File: config.mk
export PLATFORM = sky130hd
export DESIGN_NAME = evcode_pulse_gen
export DESIGN_NICKNAME = d
export VERILOG_FILES = /design/src/rtl/evp_pkg.sv /design/src/rtl/evp_act_ram.sv /design/src/rtl/evp_chan.sv /design/src/rtl/evcode_pulse_gen.sv
export SDC_FILE = /design/constraint.sdc
export NUM_CORES = 2
export LEC_CHECK = 0
export BUFFER_PORTS_ARGS = -buffer_cell sky130_fd_sc_hd__buf_4
export CAP_MARGIN = 20
export CORE_MARGIN = 2
export CORE_UTILIZATION = 50
export CTS_CLUSTER_SIZE = 12
export DETAILED_ROUTE_END_ITERATION = 10
export PLACE_DENSITY = 0.71
export SLEW_MARGIN = 20
export SYNTH_ARGS = -nofsm -noshare
export SYNTH_HDL_FRONTEND = slang
export SYNTH_SLANG_ARGS = --single-unit
File: constraint.sdc
create_clock -name clk -period 3.4 [get_ports clk]
set_clock_uncertainty 0.2 [all_clocks]
set_input_delay 0.17 -clock clk [delete_from_list [all_inputs] [get_ports clk]]
set_output_delay 0.17 -clock clk [all_outputs]
set_load 0.01 [all_outputs]
File: src/rtl/evp_pkg.sv
package evp_pkg;
  typedef enum logic [1:0] {
    CH_IDLE  = 2'd0,
    CH_WAIT  = 2'd1,
    CH_PULSE = 2'd2
  } ch_state_t;
endpackage

File: src/rtl/evp_act_ram.sv
module evp_act_ram #(
  parameter int AW = 8,
  parameter int DW = 5
) (
  input  logic          clk,
  input  logic          we,
  input  logic [AW-1:0] waddr,
  input  logic [DW-1:0] wdata,
  input  logic [AW-1:0] raddr,
  output logic [DW-1:0] rdata
);
  localparam int DEPTH = 1 << AW;

  logic [DW-1:0] mem [DEPTH];

  always_ff @(posedge clk) begin
    if (we) mem[waddr] <= wdata;
    rdata <= mem[raddr];
  end
endmodule

File: src/rtl/evp_chan.sv
module evp_chan
  import evp_pkg::*;
#(
  parameter int CW = 16,
  parameter int PW = 8
) (
  input  logic          clk,
  input  logic          rst,
  input  logic          start,
  input  logic [CW-1:0] dly,
  input  logic [CW-1:0] wid,
  input  logic [PW-1:0] presc,
  input  logic          pol,
  output logic          pin
);
  ch_state_t     st, st_n;
  logic [CW-1:0] cnt, cnt_n;
  logic [PW-1:0] pre, pre_n;
  logic          tick;
  logic          active;

  assign tick   = (pre == '0);
  assign active = (st == CH_PULSE);

  always_comb begin
    st_n  = st;
    cnt_n = cnt;
    pre_n = pre;
    if (start) begin
      pre_n = presc;
      if (dly != '0) begin
        st_n  = CH_WAIT;
        cnt_n = dly;
      end else if (wid != '0) begin
        st_n  = CH_PULSE;
        cnt_n = wid;
      end else begin
        st_n  = CH_IDLE;
      end
    end else if (st != CH_IDLE) begin
      pre_n = tick ? presc : pre - 1'b1;
      if (tick) begin
        if (cnt == 1) begin
          if (st == CH_WAIT && wid != '0) begin
            st_n  = CH_PULSE;
            cnt_n = wid;
          end else begin
            st_n  = CH_IDLE;
          end
        end else begin
          cnt_n = cnt - 1'b1;
        end
      end
    end
  end

  always_ff @(posedge clk) begin
    if (rst) begin
      st  <= CH_IDLE;
      cnt <= '0;
      pre <= '0;
      pin <= pol;
    end else begin
      st  <= st_n;
      cnt <= cnt_n;
      pre <= pre_n;
      pin <= (st_n == CH_PULSE) ^ pol;
    end
  end


  zero_dly_chk: assert property (@(posedge clk) disable iff (rst)
    (start && dly == '0 && wid != '0) |=> active);


  no_width_chk: assert property (@(posedge clk) disable iff (rst)
    (start && dly == '0 && wid == '0) |=> !active);


  restart_chk: assert property (@(posedge clk) disable iff (rst)
    (start && dly != '0) |=> (st == CH_WAIT));


  width_end_chk: assert property (@(posedge clk) disable iff (rst)
    ($fell(active) && !$past(start)) |-> $past(tick));
endmodule

File: src/rtl/evcode_pulse_gen.sv
module evcode_pulse_gen #(
  parameter int N_OUT  = 4,
  parameter int CODE_W = 8,
  parameter int CW     = 16,
  parameter int PW     = 8
) (
  input  logic                  clk,
  input  logic                  rst,
  input  logic                  code_valid,
  input  logic [CODE_W-1:0]     code_in,
  input  logic                  tbl_we,
  input  logic [CODE_W-1:0]     tbl_addr,
  input  logic [N_OUT:0]        tbl_wdata,
  input  logic [N_OUT*CW-1:0]   dly_cfg,
  input  logic [N_OUT*CW-1:0]   wid_cfg,
  input  logic [N_OUT*PW-1:0]   presc_cfg,
  input  logic [N_OUT-1:0]      pol_cfg,
  input  logic [CW-1:0]         irq_dly,
  output logic [N_OUT-1:0]      pulse_out,
  output logic                  irq
);
  localparam int ACT_W = N_OUT + 1;
  localparam logic [CW-1:0] IRQ_WID = CW'(1);

  logic [ACT_W-1:0] act;
  logic             hit_q;
  logic [ACT_W-1:0] fire;

  evp_act_ram #(.AW(CODE_W), .DW(ACT_W)) u_tbl (
    .clk   (clk),
    .we    (tbl_we),
    .waddr (tbl_addr),
    .wdata (tbl_wdata),
    .raddr (code_in),
    .rdata (act)
  );

  always_ff @(posedge clk) begin
    if (rst) hit_q <= 1'b0;
    else     hit_q <= code_valid && (code_in != '0);
  end

  assign fire = hit_q ? act : '0;

  for (genvar i = 0; i < N_OUT; i++) begin : g_out
    evp_chan #(.CW(CW), .PW(PW)) u_ch (
      .clk   (clk),
      .rst   (rst),
      .start (fire[i]),
      .dly   (dly_cfg[i*CW +: CW]),
      .wid   (wid_cfg[i*CW +: CW]),
      .presc (presc_cfg[i*PW +: PW]),
      .pol   (pol_cfg[i]),
      .pin   (pulse_out[i])
    );
  end

  evp_chan #(.CW(CW), .PW(PW)) u_irq (
    .clk   (clk),
    .rst   (rst),
    .start (fire[N_OUT]),
    .dly   (irq_dly),
    .wid   (IRQ_WID),
    .presc ('0),
    .pol   (1'b0),
    .pin   (irq)
  );


  null_code_chk: assert property (@(posedge clk) disable iff (rst)
    (code_valid && code_in == '0) |=> !hit_q);


  reset_idle_chk: assert property (@(posedge clk)
    $past(rst) |-> (pulse_out == $past(pol_cfg) && !irq));
endmodule

# ---- Word-level counts from Yosys, hierarchy flattened
# Memories as Yosys holds them, arrays and structs flattened. A register that Yosys moved wholly into a read port is not among the register bits.
# Cells that the tools add are included.
dict set report totals {
  ramBits 1280
  ff_bits 136
  n_memories 1
  latchBits 0
  wordCells 189
  inputBits 205
  romBits 0
  output_inout_bits 5
}
# memory depth word_bits rd rd_ports_with_merged_regs write_ports line_no
set memory_table {}
lappend memory_table {u_tbl.mem 256 5 1 1 1 evp_act_ram.sv:14} ;# logic [DW-1:0] mem [DEPTH];
dict set report classes {
  multipliers 0
  magnitude_cmp 0
  bitwise_logic 4
  reduce_logical 41
  n_shift 0
  div 0
  eq_ne 24
  n_mux 88
  add_sub_neg 10
}
# operator n
set op_table {}
lappend op_table {{16-bit 2-to-1 mux} 34}
lappend op_table {{16-bit nonzero test} 9}
lappend op_table {{8-bit 2-to-1 mux} 13}
lappend op_table {{16-bit by 1-bit == test with 1-bit output (second input constant)} 5}
lappend op_table {{16-bit by 1-bit subtractor with 16-bit output (second input constant)} 5}
lappend op_table {{2-bit 2-to-1 mux} 34}
lappend op_table {{8-bit zero test} 5}
lappend op_table {{8-bit by 1-bit subtractor with 8-bit output (second input constant)} 5}
lappend op_table {{2-bit nonzero test} 15}
lappend op_table {{4-bit AND reduction} 4}
lappend op_table {{3-bit != test (second input constant)} 5}
lappend op_table {{3-bit by 1-bit != test with 1-bit output (second input constant)} 4}
lappend op_table {{2-bit by 1-bit == test with 1-bit output (second input constant)} 5}
lappend op_table {{2-bit == test (second input constant)} 5}
lappend op_table {{8-bit nonzero test} 1}
lappend op_table {{1-bit 2-to-1 mux} 6}
lappend op_table {{1-bit logical AND} 5}
lappend op_table {{5-bit 2-to-1 mux} 1}
lappend op_table {{1-bit bitwise XOR} 4}
lappend op_table {{3-bit AND reduction} 1}
lappend op_table {{2-bit OR reduction} 1}

# ---- Logic depth before layout (Yosys ltp)
dict set report depth {
  ltp_word 10
  mapped_depth 13
  depth_no_buf 9
}

# ---- Hierarchy
# Synthesis repeated with hierarchy kept, for this count alone.
dict set report hier_totals {
  hier_cells 3909
  area_unflattened_um2 60676.9
}
# module seq_area_each_um2 area_each_um2 cells_each n_inst
set modules_own_cells {}
lappend modules_own_cells {evp_act_ram 38537.0 50284.5 2497 1}
lappend modules_own_cells {evp_chan 540.5 2059.5 280 5}
lappend modules_own_cells {evcode_pulse_gen 20.0 95.1 12 1}

# ---- Least setup slack after synthesis
# Ideal clock, no wire load.
dict set report synth_timing {
  kind {input-to-reg}
  from {input code_in[0]}
  to {register u_tbl.rdata[2], read port of u_tbl.mem}
  arrival_ps 2377
  stages 9
  required_ps 3064
  n_path_buf 5
  setup_slack_ps 688
  setup_ps 136
  cell_sequence {buf_6 > buf_6 > buf_4 > buf_4 > buf_4 > mux4_2 > mux4_2 > a31oi_1 > o2111ai_1}
}
# item line_no
set synth_lines {}
lappend synth_lines {{start, declared} evcode_pulse_gen.sv:10} ;# input logic [CODE_W-1:0] code_in,
lappend synth_lines {{end, declared} evp_act_ram.sv:10} ;# output logic [DW-1:0] rdata

# ---- Final worst setup path
dict set report layout_timing {
  from {input dly_cfg[8]}
  to {register g_out[0].u_ch.pin}
}
dict set report layout_between {
  elab_chain_cells 6
}
# item line_no
set layout_lines {}
lappend layout_lines {{start, declared} evcode_pulse_gen.sv:14} ;# input logic [N_OUT*CW-1:0] dly_cfg,
lappend layout_lines {{16-bit nonzero test} evp_chan.sv:31} ;# if (dly != '0) begin
lappend layout_lines {{2-bit 2-to-1 mux} evp_chan.sv:31}
lappend layout_lines {{2-bit 2-to-1 mux} evp_chan.sv:29} ;# if (start) begin
lappend layout_lines {{2-bit == test} evp_chan.sv:67} ;# pin <= (st_n == CH_PULSE) ^ pol;
lappend layout_lines {{1-bit bitwise XOR} evp_chan.sv:67}
lappend layout_lines {{1-bit 2-to-1 mux} evp_chan.sv:58} ;# if (rst) begin
lappend layout_lines {{end signal, assigned} evp_chan.sv:62} ;# pin <= pol;
lappend layout_lines {{end signal, assigned} evp_chan.sv:67}
lappend layout_lines {{end, declared} evp_chan.sv:14} ;# output logic pin
# No other way between the ends.
# A chain may end at the register's enable or synchronous reset.

==> impl_table.tex <==
\begin{tabular}{lr}
\hline
Metric & Value \\
\hline
\multicolumn{2}{l}{\textbf{Outcome}} \\
Run status & complete, but fails checks \\
Failing checks & setup timing \\
\multicolumn{2}{l}{\textbf{Pwr}} \\
Portion of total power attributed to sequential cells & 48.6\% \\
Worst VDD drop & 0.000578 V \\
Clock network fraction of design power & 37.0\% \\
Switching part of the total & 24.9\% \\
Total power density per cell area & 571 mW/mm\^{}2 \\
Cell-internal power & 30,300 uW \\
Power dissipated by switching net loads & 10,000 uW \\
Static leakage power & 0.0233 uW \\
Combinational share of power & 14.4\% \\
\multicolumn{2}{l}{\textbf{Global route}} \\
Via count of the first global-routing pass & 37,100 \\
Met1 track demand over resource & 37.1\% \\
Overall fraction of global-route tracks in use & 26.7\% \\
Pin count of the biggest net entering global routing & 118 \\
Total grt overflow & 0 \\
Global-route wire length before repair & 241 mm \\
Met3 track utilization from global routing & 5.69\% \\
Highest-utilization routing layer at the global route stage & met2 \\
Number of antenna violations at the first check in global routing & 9 \\
GR Util met2 & 41.5\% \\
\multicolumn{2}{l}{\textbf{STA}} \\
Number of endpoints with negative hold slack in the final report & 0 \\
Fin Hold WS & 0.0462 ns \\
Slack of the critical path & -0.0911 ns \\
Minimum clock period after layout & 3.49 ns \\
Transition at the pin with the smallest max-transition slack & 0.994 ns \\
Highest clock rate & 286 MHz \\
TNS Setup & -0.118 ns \\
RSZ-0062 raised after global routing & yes \\
Max-slew headroom at the worst pin & 33.5\% \\
Final setup violation count & 2 \\
Total count of max-transition violations in the final report & 0 \\
Final clock period utilization by the worst path & 103\% \\
\multicolumn{2}{l}{\textbf{Worst setup path}} \\
Critical Path End & g\_out[0].u\_ch.pin\$\_DFF\_P\_ \\
Internal reg-to-reg setup slack & 0.04 ns \\
Critical R2R Capture & g\_out[0].u\_ch.cnt[3]\$\_SDFFE\_PP0P\_ \\
Critical Path AT & 3.92 ns \\
Number of cells on the worst reg-to-reg path & 10 \\
Kind of capture point of the worst setup path & flip-flop \\
Critical path's largest stage delay & 0.62 ns \\
Buf+Inv Stages, Crit Path & 5 \\
Kind of cell adding the most delay to the critical path & buffers and inverters \\
Slowest cell on the critical path & dlygate4sd3\_1 \\
Count of cell instances traversed by the critical path & 12 \\
Most frequent cell on the critical path & dlygate4sd3\_1 \\
Crit path required time & 3.83 ns \\
Crit. Startpoint & dly\_cfg[8] \\
Highest fanout seen on the critical path & 3 \\
Beginning of the worst register-to-register path & g\_out[0].u\_ch.pre[0]\$\_SDFFE\_PP0N\_ \\
Crit start category & primary input \\
Ordered cell list for the critical path & dlygate4sd3\_1 -> buf\_4 -> nor4\_2 -> dlygate4sd3\_1 -> nand4\_1 -> nor2\_2 -> dlygate4sd3\_1 -> o21ai\_0 -> dlygate4sd3\_1 -> a21oi\_1 -> nand2\_1 -> xnor2\_1 \\
Category of the critical setup timing path & primary input to flip-flop \\
\multicolumn{2}{l}{\textbf{Placement}} \\
GPL Wtd Cong & 0.924 \\
Count of buffers from port buffering & 209 \\
Final HPWL from detailed placement & 103 mm \\
Placed cell count & 5,417 \\
Worst setup slack after placement & -0.0155 ns \\
\multicolumn{2}{l}{\textbf{Logic synthesis}} \\
Area fraction of the dominant cell type after synthesis & 64.8\% \\
Unique cell type count in the Yosys netlist & 85 \\
Combined area of all synthesized cells & 0.0593 sq mm \\
Top flip-flop cell by instance count after synthesis & edfxtp\_1 \\
Top-count cell post-synth & edfxtp\_1 \\
Number of flip-flops and latches in the synthesized netlist & 1,421 \\
Synthesis warning total & 0 \\
Syn Nets & 3,933 \\
Post-synthesis area per instance & 16.0 sq um \\
Leading post-synthesis cells by instance count & edfxtp\_1, nor2\_1, mux4\_2 \\
Synth area leaders & edfxtp\_1, mux4\_2, dfxtp\_1 \\
Async S/R FF share, synth & 0\% \\
Instance count of the mapped netlist & 3,713 \\
Biggest area consumer among synthesized cells & edfxtp\_1 \\
Number of flops mapped to enable cells by yosys & 1,280 \\
Sequential fraction of the synthesis area & 69.6\% \\
\multicolumn{2}{l}{\textbf{Die}} \\
Die outline area & 0.121 sq mm \\
Die Width & 348 microns \\
Initial Utilization & 50.3\% \\
Top-Level Pins & 210 \\
Cell Rows & 126 \\
Total core area & 0.118 sq mm \\
DIE HEIGHT & 348 microns \\
\multicolumn{2}{l}{\textbf{Clocking}} \\
Root cell of the clock tree & clkbuf\_16 \\
Clock latency reported for the late side of the worst-skew pair & 0.76 ns \\
Htree depth & 4 \\
CTS tree & built \\
CTS clock-pin slew for the worst setup and hold paths & 0.06 ns \\
Number of CTS-inserted buffers & 148 \\
Clock sinks & 1,421 \\
Maximum count of clock buffers along a single path & 3 \\
\multicolumn{2}{l}{\textbf{Finish}} \\
Area Growth Syn to Fin & 19.2\% \\
Layout fillers & 8,455 \\
Final Non-Filler Cells & 5,939 \\
Layout net count & 4,523 \\
Multi-input logic area & 0.0169 sq mm \\
Util after Layout & 59.9\% \\
Storage element area & 0.0413 sq mm \\
Fraction of layout instances using a drive strength above 1 & 21.4\% \\
\multicolumn{2}{l}{\textbf{Route}} \\
Number of design rule violations left after detail routing & 0 \\
Number of antenna-violating nets in the routed design & 0 \\
Avg Vias per Cell & 6.40 \\
Average routed wire per standard cell & 27.6 microns \\
Total detailed-routing wirelength & 164 mm \\
DR pass1 iterations & 7 \\
Starting DRT DRC Count & 4,880 \\
Number of vias after detailed routing & 38,000 \\
\multicolumn{2}{l}{\textbf{Hold path}} \\
HP Class & primary input to flip-flop \\
\multicolumn{2}{l}{\textbf{Job}} \\
Number of max-capacitance violations reported & 0 \\
\hline
\end{tabular}
[metrics by stage]
stage          instance area (sq um)  total power, uW
2_1_floorplan                  59300            23200
3_3_place_gp                   63500            24800
3_5_place_dp                   63500            24900
4_1_cts                        70500            40300
5_1_grt                        70700            41600
6_report                       70700            40300
[worst min path at each step]
stage          cells past startpoint  slack (ns)                           to   startpoint
2_1_floorplan                      1        0.07    g_out[2].u_ch.pin$_DFF_P_   pol_cfg[2]
3_3_place_gp                       2        0.16    g_out[2].u_ch.pin$_DFF_P_   pol_cfg[2]
3_5_place_dp                       2        0.16    g_out[3].u_ch.pin$_DFF_P_   pol_cfg[3]
4_1_cts                            5       0.001  u_tbl.mem[197][3]$_DFFE_PP_       tbl_we
5_1_grt                            4        0.06  u_tbl.mem[211][2]$_DFFE_PP_  tbl_addr[7]
6_report                           5        0.05  u_tbl.mem[197][3]$_DFFE_PP_       tbl_we
[what timing repair did]
| item | in CTS | in global routing |
|---|---|---|
| gates resized for setup | 0 | 26 |
| buffers inserted | 0 | 5 |
| endpoints found under the hold margin | 621 | 0 |
| hold buffers | 268 | 0 |
| setup endpoints to repair | 0 | 56 |
[placed cells by master, fill, tap and decap left out, drive strengths merged, types with 16 or more instances in the layout]
cell and n:
nor4 61, o22ai 16, clkinv 34, xnor2 21, mux4 292, o21ai 114, nand4 21, buf 394
a211oi 61, edfxtp 1280, nand2b 22, a31oi 24, dfxtp 141, o211ai 18, nor2 440, a22oi 44
a221oi 31, nand2 186, o221ai 26, nor2b 21, nand3 48, inv 43, mux2i 107, dlygate4sd3 267
nor3 84, clkbuf 205, a21oi 147
[kinds of logic (layout without fill, tap and decap cells)]
logic type / Yosys count / after routing / synth area share [%]
DFF: 1421 / 1421 / 69.6
and+or+nand+nor: 967 / 967 / 7.50
AOI/OAI and AO/OA: 609 / 609 / 7.00
muxes: 406 / 406 / 13.0
buffers and inverters: 263 / 945 / 2.11
xor gates and xnor gates: 32 / 32 / 0.473
adders and majority gates: 15 / 15 / 0.316
other: 0 / 8 / 0
[cell type report]
type	instances	share of cell area, %
sequential	1421	58.4
multi-input combinational	2029	23.9
timing repair buffer	665	8.57
clock buffer	201	5.74
tap	1536	2.72
clock inverter	41	0.442
inverter	38	0.202
antenna	8	0.0283
[tightest hold or removal path, stage by stage]
cell	delay, ns
buf_4	0.14
inv_1	0.11
nor2_1	0.08
nand2_1	0.16
nor2_1	0.15
[power by group through the flow]
stage	clock network (uW)	registers, uW	logic (uW)
3_5_place_dp	0	20000	4980
2_1_floorplan	0	19900	3340
5_1_grt	15700	19600	6260
6_report	14900	19600	5810
3_3_place_gp	0	19900	4900
4_1_cts	15100	19600	5610
[state kept, by name (all words and copies together), names as in the netlist]
| register | count |
|---|---|
| u_tbl.mem | 1280 |
| g_out.u_ch.cnt | 64 |
| g_out.u_ch.pre | 32 |
| u_irq.cnt | 16 |
| g_out.u_ch.st | 8 |
| u_irq.pre | 8 |
| u_tbl.rdata | 5 |
| g_out.u_ch.pin | 4 |
| u_irq.st | 2 |
| hit_q | 1 |
| u_irq.pin | 1 |
[layer usage]
layer | part of all wire [%] | vias up
li1 | - | 16000
met1 | 39 | 19100
met2 | 46 | 2460
met3 | 11 | 402
met4 | 3.9 | 8
met5 | 0.034 | -
Note: power is estimated with default switching activity, not from simulation.
